File: config.mk
export PLATFORM = sky130hd
export DESIGN_NAME = fault_response_ctrl
export DESIGN_NICKNAME = d
export VERILOG_FILES = /design/src/rtl/ffr_pkg.sv /design/src/rtl/ffr_flag_qualifier.sv /design/src/rtl/ffr_action_map.sv /design/src/rtl/ffr_restart_seq.sv /design/src/rtl/fault_response_ctrl.sv
export SDC_FILE = /design/constraint.sdc
export NUM_CORES = 1
export LEC_CHECK = 0
export ABC_CLOCK_PERIOD_IN_PS = 3500
export BUFFER_PORTS_ARGS = -buffer_cell sky130_fd_sc_hd__buf_4
export CAP_MARGIN = 0
export CORE_ASPECT_RATIO = 0.7
export CORE_UTILIZATION = 57
export CTS_CLUSTER_DIAMETER = 60
export DETAILED_ROUTE_END_ITERATION = 6
export GPL_TIMING_DRIVEN = 0
export HOLD_SLACK_MARGIN = 0.05
export MAX_ROUTING_LAYER = met4
export PLACE_DENSITY = 0.89
export SLEW_MARGIN = 20
export SYNTH_ARGS = -nofsm -noshare
export SYNTH_HDL_FRONTEND = slang
export SYNTH_SLANG_ARGS = --single-unit
File: constraint.sdc
create_clock -name clk -period 3.5 [get_ports clk]
set_input_delay 0.875 -clock clk [delete_from_list [all_inputs] [get_ports clk]]
set_output_delay 0.875 -clock clk [all_outputs]
set_load 0.01 [all_outputs]
File: src/rtl/ffr_pkg.sv
package ffr_pkg;
  localparam int ACT_W = 3;
  localparam int CFG_W = ACT_W + 1;

  localparam logic [ACT_W-1:0] ACT_NONE      = 3'd0;
  localparam logic [ACT_W-1:0] ACT_SR_OFF    = 3'd1;
  localparam logic [ACT_W-1:0] ACT_OR_OFF    = 3'd2;
  localparam logic [ACT_W-1:0] ACT_RESTART   = 3'd3;
  localparam logic [ACT_W-1:0] ACT_AUX_OFF   = 3'd4;
  localparam logic [ACT_W-1:0] ACT_PWM_OFF   = 3'd5;
  localparam logic [ACT_W-1:0] ACT_SR_OR_OFF = 3'd6;
  localparam logic [ACT_W-1:0] ACT_LATCH_OFF = 3'd7;

  typedef enum logic [1:0] {
    ST_RUN     = 2'd0,
    ST_WAIT    = 2'd1,
    ST_RELOAD  = 2'd2,
    ST_LATCHED = 2'd3
  } ffr_state_e;

  typedef struct packed {
    logic sr;
    logic orfet;
    logic aux;
    logic pwm;
    logic restart;
    logic latch;
  } ffr_disable_t;
endpackage

File: src/rtl/ffr_flag_qualifier.sv
module ffr_flag_qualifier #(
  parameter int CNT_W = 22
) (
  input  logic             clk,
  input  logic             rst,
  input  logic             tick,
  input  logic             flag,
  input  logic             immediate,
  input  logic             clear,
  input  logic [CNT_W-1:0] limit,
  output logic             hit
);
  logic [CNT_W-1:0] cnt_q;

  always_ff @(posedge clk) begin
    if (rst || clear) begin
      cnt_q <= '0;
      hit   <= 1'b0;
    end else if (!flag) begin
      cnt_q <= '0;
    end else if (!hit) begin
      if (immediate) begin
        hit <= 1'b1;
      end else if (tick) begin
        if (cnt_q + CNT_W'(1) >= limit) begin
          hit   <= 1'b1;
          cnt_q <= '0;
        end else begin
          cnt_q <= cnt_q + CNT_W'(1);
        end
      end
    end
  end
endmodule

File: src/rtl/ffr_action_map.sv
module ffr_action_map
  import ffr_pkg::*;
#(
  parameter int NUM_FLAGS = 6
) (
  input  logic [NUM_FLAGS-1:0]       hit,
  input  logic [NUM_FLAGS*ACT_W-1:0] acts,
  output ffr_disable_t               dis
);
  always_comb begin
    dis = '0;
    for (int i = 0; i < NUM_FLAGS; i++) begin
      if (hit[i]) begin
        case (acts[i*ACT_W +: ACT_W])
          ACT_SR_OFF:    dis.sr = 1'b1;
          ACT_OR_OFF:    dis.orfet = 1'b1;
          ACT_RESTART:   dis.restart = 1'b1;
          ACT_AUX_OFF:   dis.aux = 1'b1;
          ACT_PWM_OFF:   dis.pwm = 1'b1;
          ACT_SR_OR_OFF: begin
            dis.sr    = 1'b1;
            dis.orfet = 1'b1;
          end
          ACT_LATCH_OFF: dis.latch = 1'b1;
          default:       ;
        endcase
      end
    end
  end
endmodule

File: src/rtl/ffr_restart_seq.sv
module ffr_restart_seq
  import ffr_pkg::*;
#(
  parameter int CNT_W = 22
) (
  input  logic             clk,
  input  logic             rst,
  input  logic             tick,
  input  logic             shut_restart,
  input  logic             shut_latch,
  input  logic             reload_en,
  input  logic             reload_done,
  input  logic             pwr_on,
  input  logic [CNT_W-1:0] delay,
  output ffr_state_e       state_q,
  output ffr_state_e       state_n,
  output logic             clear
);
  logic [CNT_W-1:0] cnt_q;
  logic             expire;

  assign expire = (state_q == ST_WAIT) && tick && (cnt_q + CNT_W'(1) >= delay);

  always_comb begin
    state_n = state_q;
    clear   = 1'b0;
    case (state_q)
      ST_RUN: begin
        if (pwr_on)            clear = 1'b1;
        else if (shut_latch)   state_n = ST_LATCHED;
        else if (shut_restart) state_n = ST_WAIT;
      end
      ST_WAIT: begin
        if (shut_latch && !pwr_on) begin
          state_n = ST_LATCHED;
        end else if (pwr_on || expire) begin
          if (reload_en) begin
            state_n = ST_RELOAD;
          end else begin
            state_n = ST_RUN;
            clear   = 1'b1;
          end
        end
      end
      ST_RELOAD: begin
        if (reload_done) begin
          state_n = ST_RUN;
          clear   = 1'b1;
        end
      end
      ST_LATCHED: begin
        if (pwr_on) begin
          if (reload_en) begin
            state_n = ST_RELOAD;
          end else begin
            state_n = ST_RUN;
            clear   = 1'b1;
          end
        end
      end
      default: state_n = ST_RUN;
    endcase
  end

  always_ff @(posedge clk) begin
    if (rst) begin
      state_q <= ST_RUN;
      cnt_q   <= '0;
    end else begin
      state_q <= state_n;
      if (state_q != ST_WAIT) cnt_q <= '0;
      else if (tick)          cnt_q <= cnt_q + CNT_W'(1);
    end
  end
endmodule

File: src/rtl/fault_response_ctrl.sv
module fault_response_ctrl
  import ffr_pkg::*;
#(
  parameter int          NUM_FLAGS         = 6,
  parameter int          OV_SUPPLY_IDX     = 0,
  parameter int          OV_CORE_IDX       = 1,
  parameter int          CNT_W             = 22,
  parameter int unsigned OV_SHORT_TICKS    = 2,
  parameter int unsigned OV_LONG_TICKS     = 500,
  parameter int unsigned OC_DEB_TICKS [8]  = '{2600, 9800, 130000, 260000,
                                               600000, 1300000, 2000000, 2600000},
  parameter int unsigned RESTART_TICKS [4] = '{500000, 1000000, 2000000, 4000000}
) (
  input  logic                       clk,
  input  logic                       rst,
  input  logic                       tick,
  input  logic [NUM_FLAGS-1:0]       flags_in,
  input  logic [NUM_FLAGS*CFG_W-1:0] flag_cfg,
  input  logic                       ov_ignore,
  input  logic                       ov_long_deb,
  input  logic [2:0]                 oc_deb_sel,
  input  logic [1:0]                 restart_sel,
  input  logic                       reload_en,
  input  logic                       reload_done,
  input  logic                       pwr_on,
  output logic [1:0]                 sr_en,
  output logic                       orfet_en,
  output logic                       aux_en,
  output logic                       pwm_en,
  output logic                       supply_en,
  output logic                       reload_req,
  output logic [1:0]                 status
);
  logic [NUM_FLAGS-1:0]       flag_gated;
  logic [NUM_FLAGS-1:0]       hit;
  logic [NUM_FLAGS*ACT_W-1:0] acts;
  logic [CNT_W-1:0]           oc_limit;
  logic [CNT_W-1:0]           restart_limit;
  logic                       clear;
  logic                       run_n;
  ffr_state_e                 state_q;
  ffr_state_e                 state_n;
  ffr_disable_t               dis;

  assign oc_limit      = CNT_W'(OC_DEB_TICKS[oc_deb_sel]);
  assign restart_limit = CNT_W'(RESTART_TICKS[restart_sel]);

  for (genvar gi = 0; gi < NUM_FLAGS; gi++) begin : g_flag
    logic [CNT_W-1:0] lim;
    assign acts[gi*ACT_W +: ACT_W] = flag_cfg[gi*CFG_W +: ACT_W];
    if (gi == OV_SUPPLY_IDX || gi == OV_CORE_IDX) begin : g_ov
      assign flag_gated[gi] = flags_in[gi] & ~ov_ignore;
      assign lim = ov_long_deb ? CNT_W'(OV_LONG_TICKS) : CNT_W'(OV_SHORT_TICKS);
    end else begin : g_other
      assign flag_gated[gi] = flags_in[gi];
      assign lim = oc_limit;
    end
    ffr_flag_qualifier #(.CNT_W(CNT_W)) u_qual (
      .clk       (clk),
      .rst       (rst),
      .tick      (tick),
      .flag      (flag_gated[gi]),
      .immediate (flag_cfg[gi*CFG_W + ACT_W]),
      .clear     (clear),
      .limit     (lim),
      .hit       (hit[gi])
    );
  end

  ffr_action_map #(.NUM_FLAGS(NUM_FLAGS)) u_map (
    .hit  (hit),
    .acts (acts),
    .dis  (dis)
  );

  ffr_restart_seq #(.CNT_W(CNT_W)) u_seq (
    .clk          (clk),
    .rst          (rst),
    .tick         (tick),
    .shut_restart (dis.restart),
    .shut_latch   (dis.latch),
    .reload_en    (reload_en),
    .reload_done  (reload_done),
    .pwr_on       (pwr_on),
    .delay        (restart_limit),
    .state_q      (state_q),
    .state_n      (state_n),
    .clear        (clear)
  );

  assign run_n = (state_n == ST_RUN);

  always_ff @(posedge clk) begin
    if (rst) begin
      supply_en <= 1'b0;
      pwm_en    <= 1'b0;
      aux_en    <= 1'b0;
      orfet_en  <= 1'b0;
      sr_en     <= 2'b00;
    end else begin
      supply_en <= run_n;
      pwm_en    <= run_n & ~(dis.pwm & ~clear);
      aux_en    <= run_n & ~(dis.aux & ~clear);
      orfet_en  <= run_n & ~(dis.orfet & ~clear);
      sr_en     <= {2{run_n & ~(dis.sr & ~clear)}};
    end
  end

  assign status     = state_q;
  assign reload_req = (state_q == ST_RELOAD);
endmodule

# Word-level counts from Yosys, hierarchy flattened
# Memories as Yosys holds them, arrays and structs flattened.
# Index checks and enable logic that the tools add are counted.
[word_totals]
register_bits = 167
mem_bits_ro = 256
inputBits = 43
out_inout_bits = 9
elab_cells = 245
n_memories = 1
[op_classes]
addsub = 7
magnitude_cmp = 9
eq_ne = 46
muxes = 94
n_bitwise = 36
reduce_logical = 33
[mem_list]
columns = ["name", "depth", "width", "rd", "rd_ports_with_merged_regs", "write_ports", "line", "source"]
rows = [
  ["(no name shown)", 8, 32, 1, 0, 0, "fault_response_ctrl.sv:45", "assign oc_limit = CNT_W'(OC_DEB_TICKS[oc_deb_sel]);"],
]
[op_table]
columns = ["op", "count"]
rows = [
  ["22-bit two-way mux", 10],
  ["22-bit by 1-bit adder with 22-bit output, second input constant", 7],
  ["22-bit >= comparator", 5],
  ["3-bit == test, second input constant", 24],
  ["1-bit two-way mux", 66],
  ["32-bit binary-select mux with 2-bit select", 1],
  ["22-bit by 9-bit >= comparator with 1-bit output", 2],
  ["2-bit OR reduction", 19],
  ["3-bit by 2-bit == test with 1-bit output, second input constant", 12],
  ["6-bit two-way mux", 6],
  ["1-bit inverter", 24],
  ["3-bit by 1-bit == test with 1-bit output, second input constant", 6],
  ["3-bit AND reduction", 6],
  ["2-bit two-way mux", 8],
  ["1-bit AND", 10],
  ["9-bit two-way mux", 1],
  ["2-bit case mux with 4 select lines", 1],
  ["2-bit == test, second input constant", 2],
  ["4-bit >= comparator, second input constant", 1],
  ["2-bit zero test", 2],
  ["3-bit inverter with 4-bit output", 1],
  ["1-bit case mux with 4 select lines", 1],
  ["3-bit >= comparator, second input constant", 1],
  ["1-bit logical AND", 3],
  ["other kinds (5)", 6],
]

# Longest topological paths before layout
# Gate-level depths: netlist of the first run.
[logic_depth]
depth_word = 21
ltp_mapped = 18
ltp_nobuf = 16

# By module
# From an unflattened synthesis of the first run, not the netlist that was laid out.
[unflattened]
cells_unflattened = 1934
area_unflattened_um2 = 14560.2
[modules_own_cells]
columns = ["mod", "instances", "cells_per_inst", "area_each_um2", "seq_area_each_um2"]
rows = [
  ["ffr_flag_qualifier", 6, 258, 1941.9, 460.4],
  ["ffr_restart_seq", 1, 255, 2020.7, 480.5],
  ["fault_response_ctrl", 1, 64, 485.5, 100.1],
  ["ffr_action_map", 1, 67, 402.9, 0.0],
]

# Worst setup path after synthesis of the first run
# OpenSTA, ideal clock, no wires.
[synth_timing]
path_kind = "register to register"
start = "reg g_flag[2].u_qual.cnt_q[0]"
end = "reg g_flag[2].u_qual.cnt_q[17]"
setup_ns = 0.070
arrival_ns = 3.718
t_required_ns = 3.430
path_slack_ns = -0.288
stages_incl_launch_ff = 19
n_path_buf = 2
period_less_slack_ns = 3.788
path_cell_list = "dfxtp_1 -> ha_1 -> nand3_1 -> nor3_1 -> nand4_1 -> nor2_1 -> nand4_1 -> xnor2_1 -> ha_1 -> o21ai_0 -> nand2b_1 -> a21oi_1 -> a2111oi_0 -> a211o_1 -> clkbuf_1 -> nor2_1 -> clkbuf_1 -> nand3b_1 -> a21oi_1"
[synth_between]
elab_chain_cells = 3
[synth_rtl]
columns = ["item", "line", "source"]
rows = [
  ["start, declared", "ffr_flag_qualifier.sv:13", "logic [CNT_W-1:0] cnt_q;"],
  ["start signal, assigned", "ffr_flag_qualifier.sv:29", "cnt_q <= cnt_q + CNT_W'(1);"],
  ["22-bit by 1-bit adder with 22-bit output *", "ffr_flag_qualifier.sv:25, ffr_flag_qualifier.sv:29", ""],
  ["22-bit >= comparator", "ffr_flag_qualifier.sv:25", "if (cnt_q + CNT_W'(1) >= limit) begin"],
  ["22-bit two-way mux *", "ffr_flag_qualifier.sv:25", ""],
]
# Every way passes the cells marked *; elsewhere a longest branch is shown, timed or not.
# A chain may end at the register's enable or synchronous reset.

# Final worst setup path of the first run
[layout_timing]
start = "reg g_flag[3].u_qual.cnt_q[0]"
end = "reg g_flag[3].u_qual.cnt_q[20]"
[layout_between]
elab_chain_cells = 3
[layout_rtl]
columns = ["item", "line"]
rows = [
  ["start, declared", "ffr_flag_qualifier.sv:13"],
  ["start signal, assigned", "ffr_flag_qualifier.sv:29"],
  ["22-bit by 1-bit adder with 22-bit output *", "ffr_flag_qualifier.sv:25, ffr_flag_qualifier.sv:29"],
  ["22-bit >= comparator", "ffr_flag_qualifier.sv:25"],
  ["22-bit two-way mux *", "ffr_flag_qualifier.sv:25"],
]
# Marks and branches as above.

==> impl_results.md, run 1 <==
* Status: finished with violations
* Failing checks: design-rule violations, negative setup slack
* Residual DRC at 1
* Max-capacitance violation count at 0
* DRT Pass-1 Iters at 7
* First DRT Iteration DRCs at 2247
* TritonCTS Sinks at 167
* Predominant post-synthesis flop cell: dfxtp_1
* Filler Cells Inserted at 1102
* Vias in the first global route at about 12000
* Commonest non-fill, non-tap cells in the layout: nand2_1 (148), dfxtp_1 (132), ha_1 (115)
* Full die area at around 21000 um^2
* Slowest cell on crit path: a22oi_1
* Crit path arrival time at around 4.4 ns
* H-tree Lvls at 4
* CTS root buffer: clkbuf_16
* CP cell instances: ha_4, nand2_1, or3_4, nor2b_4, and2_4, nand3_2, xnor2_2, ha_4, o21a_1, o21ai_2, a211o_1, a21oi_1, a211o_4, nor2_4, clkbuf_8, a22oi_1, nor2_4
* Simple-Gate Fraction of Synth Area at 0.281
* Most common cell after layout, fill and taps aside: nand2_1
* Final period utilization at 1.17
* Min setup slack post-route at -0.583 ns
* Share of layout cells above drive strength 1 at 0.282
* Gr usage total at 0.347
* Vias per Instance at about 7
* Largest cells by area after synthesis: dfxtp_1 (28%), ha_1 (13%), a21oi_1 (5.1%), xor2_1 (5.0%), nand2_1 (5.0%)
* First-pass GRT wire length at 57700 um
* Later-pin clock latency in the skew report at 0.47 ns
* Clock transition at path regs at 0.07 ns
* Post-synth top area cell: dfxtp_1
* Hold Vio Cnt, Final at 0
* Post-Synthesis Cells at 1498
* Post-synth EDFFs at 0
* Wire per inst at 24.3 um
* Setup crit start kind: flip-flop
* Dpl cells at 1818
* Worst-Margin Slew at 1.12 ns
* HP Class: flip-flop to flip-flop
* TritonCTS Buffers at 17
* Area grow syn2layout at 33.5%
* Chip Width at 174 um
* CORE AREA at 20100 um^2
* N_diodes at 0
* Synth top area share at 0.282
* Synth Cell Area at roughly 12000 um^2
* Ys async rst share at 0
* Syn_nets at 1662
* Post-synthesis mux area share at 0.00433
* Max Root-Sink Buffers at 2
* Slew Limit Fails at 0
* Initial Utilization at 0.591
* Input/output buffers at 50
* CP Max Fanout at 10
* Initial antenna violation count at 0
* CTS tree: yes
* Fin util at 0.788
* Row cnt at 43
* Number of synthesis warnings at 0
* Compound-Gate Fraction of Synth Area at 0.173
* Fmax at 245 MHz
* Worst vdd ir at 381 uV
* Avg Cell Area, Syn at just under 8 um^2
* Synth Area in Adders at 0.128
* Final setup violation count at around 140
* Antenna Nets Post-Route at 0
* GPL Wtd Cong at 0.945
* Register bit total from synthesis at between 150 and 200
* Clock Skews at 0.0223 ns
* Final worst path period need at 4.08 ns
* Rel. slew slack at 0.253
* CP required at between 3 and 4 ns
* Nets@finish at 1808
* Grt ovf at 0
* Unrepaired setup endpoints after global routing: yes
* Pwr/cell area at between 300 and 400 nW/um^2
* HPWL Detailed at 23200 um
* Routed WL at 46800 um
* Leakage dissipation at 6.25 nW
* Die Y at between 100 and 150 um
* Fin cells at 1925
* Largest net degree at the start of global routing at 17
* Crit end category: flip-flop
* Synth Area in XOR/XNOR at 0.0997
* Distinct cells, synth at 69
* Seq/Total Area, Yosys at 0.282
* WS Path Type: flip-flop to flip-flop
* Vias at ~14000
* Largest family of logic cells by synthesized area: simple AND/OR/NAND/NOR gates
* CP peak stage delay at 0.50 ns
* IO Count at 52
## layer usage
metal,GRT usage,share of wire,routed length [um],vias to the layer above
met3,0.0716,0.13,6020,467
met5,-,0,0,-
met4,0.167,0.078,3640,0
met1,0.430,0.36,16700,6353
li1,-,-,-,5718
met2,0.541,0.44,20400,1254
## Yosys cell counts (36+ instances only)
cell / number
a21oi_1: 120
and3_1: 45
clkbuf_1: 42
dfxtp_1: 167
ha_1: 121
inv_1: 37
nand2_1: 157
nand3_1: 89
nand4_1: 37
nor2_1: 136
nor3_1: 36
o21ai_0: 50
xnor2_1: 67
xor2_1: 68
## cells by family after synthesis
kind of cell / Yosys count
AO/OA/AOI/OAI: 322
XOR/XNOR: 135
adder cells (fa/ha/maj): 121
buffers and inverters: 96
flip-flops: 167
multiplexers: 5
AND/OR/NAND/NOR: 652
## through the flow
stage	hold slack (ns)	setup WS, ns	total power [mW]	setup TNS [ns]	instance area [um^2]
floorplan	0.444	-0.0172	2.23	-0.0172	11900
global placement	0.452	-0.840	2.40	-87.13	12600
detailed placement	0.463	-1.06	2.42	-104.73	12600
CTS	0.469	-0.00588	4.47	-0.0308	14100
global route	0.515	-0.670	4.85	-47.15	15800
finish	0.477	-0.583	4.78	-33.93	15800
## where the power goes
group	internal (mW)	switching [mW]	leakage [nW]	total, mW
Clock	1.23	0.886	0.298	2.11
Sequential	1.91	0.0178	1.37	1.92
Combinational	0.290	0.448	4.58	0.739
## repair_timing
item	4_1_cts	5_1_grt
gates cloned	1	12
endpoints found under the setup margin	145	143
hold buffers	0	0
pin swaps	32	92
setup buffers	37	33
resized for setup	158	313
## final cells by class
cell class | count | area, um^2 | area share
Clock inverter | 11 | 174 | 0.0110
Timing Repair Buffer | 131 | 1250 | 0.0789
Inverter | 38 | 143 | 0.00902
Tap cell | 270 | 338 | 0.0214
Buffer | 53 | 415 | 0.0263
Clock buffer | 19 | 453 | 0.0286
Multi-Input combinational cell | 1236 | 9630 | 0.609
Sequential cell | 167 | 3420 | 0.216
## flip-flops by register name, summed over array words and instances (netlist names)
signal	cells
pwm_en	1
aux_en	1
g_flag.u_qual.cnt_q	132
orfet_en	1
g_flag.u_qual.hit	6
u_seq.cnt_q	22
u_seq.state_q	2
supply_en	1
sr_en	1
## path summary, 6_finish.rpt
path	start	endpoint	slack [ns]	cells past startpoint
worst min register to register	g_flag[5].u_qual.cnt_q[10]$_SDFFE_PP0P_	g_flag[5].u_qual.cnt_q[10]$_SDFFE_PP0P_	0.48	2
worst max register to register	g_flag[3].u_qual.cnt_q[0]$_SDFFE_PP0P_	g_flag[3].u_qual.cnt_q[20]$_SDFFE_PP0P_	-0.58	17
worst max-delay path	g_flag[3].u_qual.cnt_q[0]$_SDFFE_PP0P_	g_flag[3].u_qual.cnt_q[20]$_SDFFE_PP0P_	-0.58	17
worst min-delay path	g_flag[5].u_qual.cnt_q[10]$_SDFFE_PP0P_	g_flag[5].u_qual.cnt_q[10]$_SDFFE_PP0P_	0.48	2
## critical path, delay by kind of cell (launching register included)
kind	cells	cell delay, ns
compound gates	6	1.39
simple gates	7	1.07
xor+xnor	1	0.49
fa+ha+maj	2	0.40
flops	1	0.39
buf+inv	1	0.19
Note: power is estimated with default switching activity, not from simulation.
==> run 2: changes to the inputs <==
GPL_TIMING_DRIVEN = default   (was 0)
==> run 2 against run 1 <==
Effect of this change:
- the flow still finishes with violations (design-rule violations, negative setup slack)
- cell count increased by 1.3%
- die area unchanged
- via count decreased by 1.3%
- utilization decreased by 1.3 points
- count of clock-buffer cells in the layout decreased by 2
- combinational power decreased by 6.9%
- sequential power about the same
- global-route usage decreased by 1.9 points
- critical endpoint is now g_flag[2].u_qual.cnt_q[9]$_SDFFE_PP0P_
- highest routed layer unchanged
==> impl_results.md, run 2 (same netlist as run 1, synthesis figures left out) <==
* Min setup slack post-route at -0.174 ns
* Max-capacitance violation count at 0
* Net Switching at 1.41 mW
* P_int at 3.14 mW
* CP Launch Point: g_flag[2].u_qual.cnt_q[0]$_SDFFE_PP0P_
* TritonCTS Buffers at 17
* Crit-path leading delay family: simple AND/OR/NAND/NOR gates
* Largest regs: g_flag.u_qual.cnt_q x132, u_seq.cnt_q x22, g_flag.u_qual.hit x6
* GPL Wtd Cong at 0.996
* TritonCTS Sinks at 167
* Reg with most FFs: g_flag.u_qual.cnt_q
* Unrepaired setup endpoints after global routing: yes
* Input/output buffers at slightly above 50
* Crit end category: flip-flop
* Full die area at 21400 um^2
* Sequential share of power at 0.424
* Final setup violation count at 122
* CTS root buffer: clkbuf_16
* Antenna Nets Post-Route at 0
* Rel. slew slack at 0.256
* Later-pin clock latency in the skew report at 0.47 ns
* DRT Pass-1 Iters at 7
* CP peak stage delay at 0.41 ns
* N_diodes at 0
* FF-to-FF Start: g_flag[2].u_qual.cnt_q[0]$_SDFFE_PP0P_
* Final period utilization at 1.05
* H-tree Lvls at 4
* Hold Vio Cnt, Final at 0
* Pre-CTS setup slack at -0.214 ns
* IO Count at 52
* Commonest non-fill, non-tap cells in the layout: buf_4 (177), nand2_1 (149), dfxtp_1 (139)
* Slowest cell on crit path: a2111oi_2
* Grt ovf at 0
* Vias in the first global route at roughly 11000
* Leakage dissipation at ~6.4 nW
* Most common cell after layout, fill and taps aside: buf_4
* HP Class: flip-flop to flip-flop
* Hold Startpoint: g_flag[5].u_qual.cnt_q[10]$_SDFFE_PP0P_
* Initial Utilization at 0.591
* Clock Skews at 0.0142 ns
* Crit path arrival time at 4.01 ns
* WS Path Type: flip-flop to flip-flop
* Setup crit start kind: flip-flop
* Slew Limit Fails at 0
* First-pass GRT wire length at about 55000 um
* Switching share of power at 0.311
* Clock transition at path regs at 0.08 ns
* Max Root-Sink Buffers at 2
* Worst vdd ir at 283 uV
* CP Max Fanout at 6
* Vias at 13600
* HPWL Detailed at 23700 um
* Row cnt at 43
* Failing checks: design-rule violations, negative setup slack
* Largest net degree at the start of global routing at 26
* Pwr/cell area at 292 nW/um^2
* Combinational group share of total power at 0.151
* Area of the multi-input gates at slightly above 9000 um^2
* CP cell instances: ha_4, nand3_4, nor3_4, nand4_1, buf_4, nor2_1, xor2_1, ha_1, and3_1, nand3_1, a2111oi_2, a211o_2, buf_8, nor2b_4, o21ai_2, a21oi_1
* Residual DRC at 13
* Status: finished with violations
* Final Total Pwr at 4.55 mW
* Wire per inst at 22.8 um
* Area grow syn2layout at 31.2%
* Vias per Instance at roughly 7
* Max FFs per register at 132
* Chip Width at 174 um
* CORE AREA at 20100 um^2
* Bufs and invs on worst path at 2
* Initial antenna violation count at 0
* Share of layout cells above drive strength 1 at 0.286
* Register area at ~3400 um^2
* Power share of the clock group at 0.425
* Die Y at 123 um
* CTS tree: yes
* First DRT Iteration DRCs at approximately 2300
* CP required at 3.84 ns
* Fmax at ~270 MHz
* Nets@finish at 1831
* Routed WL at ~44000 um
* Filler Cells Inserted at 1085
* Final worst path period need at approximately 3.7 ns
* Worst-Margin Slew at 1.12 ns
* Gr usage total at 0.328
[run 2: power by group through the flow]
stage	sequential (mW)	clock [mW]	combinational, mW
final	1.93	1.93	0.688
after detailed placement	1.97	0	0.502
after floorplan	1.97	0	0.257
after CTS	1.93	1.90	0.516
after global routing	1.93	2.00	0.711
after global placement	1.97	0	0.484
[run 2: path summary, 6_finish.rpt]
path,end,slack (ns),cells after the start
max,g_flag[2].u_qual.cnt_q[9]$_SDFFE_PP0P_,-0.17,16
min,g_flag[5].u_qual.cnt_q[10]$_SDFFE_PP0P_,0.49,2
max reg2reg,g_flag[2].u_qual.cnt_q[9]$_SDFFE_PP0P_,-0.17,16
min reg2reg,g_flag[5].u_qual.cnt_q[10]$_SDFFE_PP0P_,0.49,2
[run 2: what timing repair did]
item / 4_1_cts / 5_1_grt
setup buffers: 2 / 21
setup endpoints to repair: 97 / 143
pin swaps: 10 / 84
cloned: 0 / 12
resized for setup: 49 / 276
hold buffers: 0 / 0
[run 2: routing by layer]
layer	global-route usage	part of all wire	vias up
met4	0.124	0.068	0
met1	0.421	0.37	6267
li1	-	-	5770
met2	0.501	0.44	1189
met5	-	0	-
met3	0.0747	0.13	380
[run 2: area by class of cell]
class / count / area share
clock buffer: 17 / 0.0274
sequential: 167 / 0.218
timing repair buffer: 208 / 0.117
clock inverter: 15 / 0.0101
tap: 270 / 0.0217
inverter: 38 / 0.00917
multi-input combinational: 1235 / 0.596
[run 2: per-stage QoR]
step / setup TNS [ns] / instance area (um^2) / hold slack, ns / util / cells
4_1_cts: 0 / 14100 / 0.475 / 0.705 / 1918
6_report: -8.14 / 15600 / 0.491 / 0.775 / 1950
2_1_floorplan: -0.0172 / 11900 / 0.444 / - / 1498
3_3_place_gp: -1.27 / 13400 / 0.451 / 0.666 / 1884
5_1_grt: -25.97 / 15600 / 0.488 / 0.775 / 1950
3_5_place_dp: -7.37 / 13400 / 0.463 / 0.666 / 1884
[run 2: tightest hold or removal path, cell delays in order, from the launching register on]
cell and delay [ns]:
dfxtp_2 0.33, nand2_1 0.07, a21oi_2 0.05
